`src/rtl/wake_irq_normalizer.sv`:
```
module wake_irq_normalizer #(
  parameter int NPINS    = 8,
  parameter int EN_BASE  = 'h010,
  parameter int CFG_BASE = 'h110
) (
  input  logic             clk,
  input  logic             rst_n,
  input  logic [NPINS-1:0] pin_i,
  input  logic [11:0]      reg_addr,
  input  logic             reg_we,
  input  logic [31:0]      reg_wdata,
  output logic [31:0]      reg_rdata,
  input  logic             dom_sleep,
  input  logic             dom_ready,
  output logic [NPINS-1:0] irq_o,
  output logic             wake_o
);

  localparam int NWORDS = (NPINS + 31) / 32;

  logic [NPINS-1:0]      s1_q, s2_q, s3_q;
  logic [NPINS-1:0]      en_q, pend_q;
  logic [NPINS-1:0][2:0] cfg_q;
  logic [NPINS-1:0]      lvl, ev, rp;
  logic                  wake_q;

  function automatic logic [1:0] sense(input logic [2:0] c, input logic cur, input logic prv);
    case (c)
      3'd0:    sense = {~cur, 1'b0};
      3'd4:    sense = { cur, 1'b0};
      3'd2:    sense = {1'b0, ~cur & prv};
      3'd6:    sense = {1'b0, cur & ~prv};
      3'd7:    sense = {1'b0, cur ^ prv};
      default: sense = 2'b00;
    endcase
  endfunction

  always_ff @(posedge clk or negedge rst_n) begin
    if (!rst_n) begin
      s1_q <= '0;
      s2_q <= '0;
      s3_q <= '0;
    end else begin
      s1_q <= pin_i;
      s2_q <= s1_q;
      s3_q <= s2_q;
    end
  end

  always_ff @(posedge clk or negedge rst_n) begin
    if (!rst_n) begin
      en_q  <= '0;
      cfg_q <= '0;
    end else if (reg_we) begin
      for (int p = 0; p < NPINS; p++) begin
        if (reg_addr == 12'(EN_BASE + 4 * (p / 32))) en_q[p] <= reg_wdata[p % 32];
        if (reg_addr == 12'(CFG_BASE + 4 * p)) cfg_q[p] <= reg_wdata[2:0];
      end
    end
  end

  always_comb begin
    reg_rdata = '0;
    for (int w = 0; w < NWORDS; w++)
      if (reg_addr == 12'(EN_BASE + 4 * w))
        for (int b = 0; b < 32; b++)
          if (w * 32 + b < NPINS) reg_rdata[b] = en_q[w * 32 + b];
    for (int p = 0; p < NPINS; p++)
      if (reg_addr == 12'(CFG_BASE + 4 * p)) reg_rdata = {29'd0, cfg_q[p]};
  end

  for (genvar p = 0; p < NPINS; p++) begin : g_pin
    assign {lvl[p], ev[p]} = sense(cfg_q[p], s2_q[p], s3_q[p]);
  end

  assign rp    = (dom_ready && !dom_sleep) ? (pend_q & (~pend_q + 1'b1)) : '0;
  assign irq_o = en_q & (lvl | (ev & {NPINS{~dom_sleep}}) | rp);

  always_ff @(posedge clk or negedge rst_n) begin
    if (!rst_n) begin
      pend_q <= '0;
      wake_q <= 1'b0;
    end else begin
      pend_q <= ((pend_q & ~rp) | (ev & {NPINS{dom_sleep}})) & en_q;
      if (dom_ready) wake_q <= 1'b0;
      else if (dom_sleep && |(pend_q | (lvl & en_q))) wake_q <= 1'b1;
    end
  end

  assign wake_o = wake_q;

endmodule


```
`config.mk`:
```
export PLATFORM = sky130hd
export DESIGN_NAME = wake_irq_normalizer
export DESIGN_NICKNAME = d
export VERILOG_FILES = /design/src/rtl/wake_irq_normalizer.sv
export SDC_FILE = /design/constraint.sdc
export NUM_CORES = 1
export LEC_CHECK = 0
export CORE_UTILIZATION = 45
export CTS_CLUSTER_SIZE = 24
export DETAILED_ROUTE_END_ITERATION = 7
export PLACE_DENSITY = 0.74
export SLEW_MARGIN = 30
export SYNTH_ARGS = -nofsm -noshare
export SYNTH_HDL_FRONTEND = slang
export SYNTH_SLANG_ARGS = --single-unit
```
`constraint.sdc`:
```
create_clock -name clk -period 2.3 [get_ports clk]
set_input_delay 0.575 -clock clk [delete_from_list [all_inputs] [get_ports clk]]
set_output_delay 0.575 -clock clk [all_outputs]
set_load 0.005 [all_outputs]
```
==> results of run 1 <==
final cells by class:
type | instances | area share
Clock buffer | 11 | 0.0238
Clock inverter | 4 | 0.00815
Inverter | 27 | 0.0183
Multi-Input combinational cell | 270 | 0.398
Sequential cell | 65 | 0.294
Tap cell | 105 | 0.0238
Timing Repair Buffer | 158 | 0.233
path summary, 6_finish.rpt:
path,cells after the start,to,start
max,7,reg_rdata[0],reg_addr[11]
min,2,en_q[1],rst_n
max reg2reg,16,pend_q[2],s2_q[2]
min reg2reg,0,s2_q[6],s1_q[6]
max in group asynchronous,2,s3_q[5],rst_n
min in group clk,0,s2_q[6],s1_q[6]
placed cells by master, fill, tap and decap left out, types with 7 or more instances in the layout:
cell,instances
a21oi_1,12
buf_2,18
buf_4,99
buf_6,16
clkbuf_8,9
clkdlybuf4s50_1,18
conb_1,24
dfrtp_1,65
ha_1,10
inv_1,25
mux2_2,29
mux2i_1,8
nand2_1,13
nand3_1,15
nand4_1,7
nor2_1,21
nor2b_1,8
critical path, stage by stage:
cell     delay [ps]
buf_8           100
or4b_4          570
nor3_4          220
o21ai_1          90
a21oi_1         210
o21ai_2          80
buf_2           120
kinds of logic after synthesis:
| group | Yosys count |
|---|---|
| and+or+nand+nor | 118 |
| DFF | 65 |
| AOI/OAI and AO/OA | 64 |
| buffers and inverters | 59 |
| muxes | 40 |
| adders and majority gates | 16 |
| xor gates and xnor gates | 8 |
| other | 1 |
per-layer routing:
metal  GRT usage  part of all wire  up-vias
met3      0.0451             0.049       37
li1            -                 -     1584
met1       0.323              0.43     1679
met2       0.415              0.49      154
met5           0                 0        -
met4       0.105             0.035        0
state kept, by name (all words and copies together) (netlist names):
register / flops
cfg_q: 24
s2_q: 8
s1_q: 8
wake_o: 1
en_q: 8
s3_q: 8
pend_q: 8
stage by stage:
stage | TNS [ps] | hold slack, ps | cells | cell area [um2]
finish | -1750 | 240 | 640 | 5530
global route | -2770 | 281 | 640 | 5530
CTS | -1960 | 255 | 632 | 5350
detailed placement | -17630 | 335 | 575 | 4760
global placement | -17050 | 333 | 575 | 4760
floorplan | -122 | 279 | 394 | 3930
report_power, final:
part	switching [mW]	leakage [nW]	internal (mW)	total, mW
clock network	0.450	0.0929	0.490	0.941
registers	0.0169	0.852	1.17	1.18
logic	0.166	1.76	0.179	0.344
total	0.633	2.70	1.84	2.47
what timing repair did:
item / in CTS / in global routing
cloned: 0 / 0
resized for setup: 181 / 30
setup buffers: 42 / 9
setup endpoints to repair: 24 / 18
pin swaps: 49 / 33
==> impl_results.md, run 1 <==
* Status: finished, violations left
* Failing checks: setup timing
* CTS hold repair buffers at 0
* Clock buffer depth at 2
* Initial DRC count at 191
* Global placement routability congestion at 0.882
* Number of port buffers at 49
* Period utilization at 1.11
* Layout cells sized above 1 at 0.447
* Critical Path RT at 1730 ps
* Maxcap violations at 0
* Top-level port count at roughly 100
* Leading area contributor after synthesis: dfrtp_1
* Dominant synthesized flop cell: dfrtp_1
* Worst setup margin at -245 ps
* DRC at 0
* Routed wire per std cell at 16.6 um
* Rows at 33
* Leakage Power at 2.70 nW
* Count of clock tree sinks at 65
* #FFs+latches synth at 65
* Total Power at 2.47 mW
* Async set or reset register ratio after synthesis at 1.00
* Multi-input gate area in the final layout at 2200 um2
* Largest family of logic cells by synthesized area: simple AND/OR/NAND/NOR gates
* Worst EP arrival at approximately 2000 ps
* Skew-Pair Late Insertion Delay at approximately 340 ps
* Sequential Area at 1630 um2
* Critical path fanouts, max at 3
* Vias in the first global route at 3496
* Multiplexer share of the synthesized area at 0.115
* Initial Util at 0.467
* CP startpoint kind: input pin
* Largest net degree at the start of global routing at 66
* Synth top cells by count: dfrtp_1 (65), mux2_2 (29), inv_1 (27), buf_4 (26), nor2_1 (22)
* Max Slew Vio Count at 0
* Vias at ~3500
* Simple-gate share of the synthesized area at 0.193
* Die height at 94.3 um
* Post-synthesis adder-cell area fraction at 0.0522
* Synth top area share at 0.424
* Post-Syn Area at about 3800 um2
* Final Hold Fails at 0
* Core Util, Final at 0.673
* Fin crit period at 2550 ps
* Fillers at 595
* Setup Skew at around 9.7 ps
* Worst R2R Setup Slack at -170 ps
* Peak Freq at 393 MHz
* Xor/xnor cell area share of the yosys netlist at 0.0183
* H-Tree Depth at 3
* Setup repair after global routing missed its margin: yes
* Via-to-Cell Ratio at 5.40
* Clk root buf: clkbuf_8
* HP Class: in2async
* N_diodes at 0
* DP HPWL at 6830 um
* Power per cell area at 447 nW/um2
* Total CTS buffers at 9
* CTS tree: done
* GRT overflow at 0
* Mapped Cells at 371
* CP Capture Type: output port
* Die area at between 8000 and 9000 um2
* Post-synth EDFFs at 0
* Synth area leaders: dfrtp_1 (42%), mux2_2 (8.5%), ha_1 (5.2%), buf_4 (5.1%), inv_1 (2.6%)
* All-Layer GR Usage at 0.251
* Post-DRT Antenna Nets at 0
* Complex-gate fraction of the synthesized area at 0.109
* First-pass DRT Iterations at 5
* Die Width at 94.3 um
* Post-synthesis cell type count at 60
* Clock Pin Slew Worst Setup and Hold Paths at 70 ps
* Post-Route WL at ~11000 um
* Number of synthesis warnings at 0
* Layout area overhead at 44.1%
* Most common cell in the netlist: dfrtp_1
* Avg Inst Size Synth at approximately 10 um2
* First-pass GRT wire length at 16900 um
* Layout Nets at 604
* Max IR drop VDD at 0.000333 V
* Setup WS pre-CTS at -1050 ps
* Sequential share of the synthesized area at 0.424
* Setup violators final at 13
* Core area at between 8000 and 9000 um2
* Initial antenna violation count at 0
* WS Path Type: in2out
Power figures use the tool's default switching activity.
==> inputs of run 2 (changes only) <==
SLEW_MARGIN = 15   (was 30)
==> results of run 2 <==
The final DEF is identical to that of run 1; final timing and power are the same.
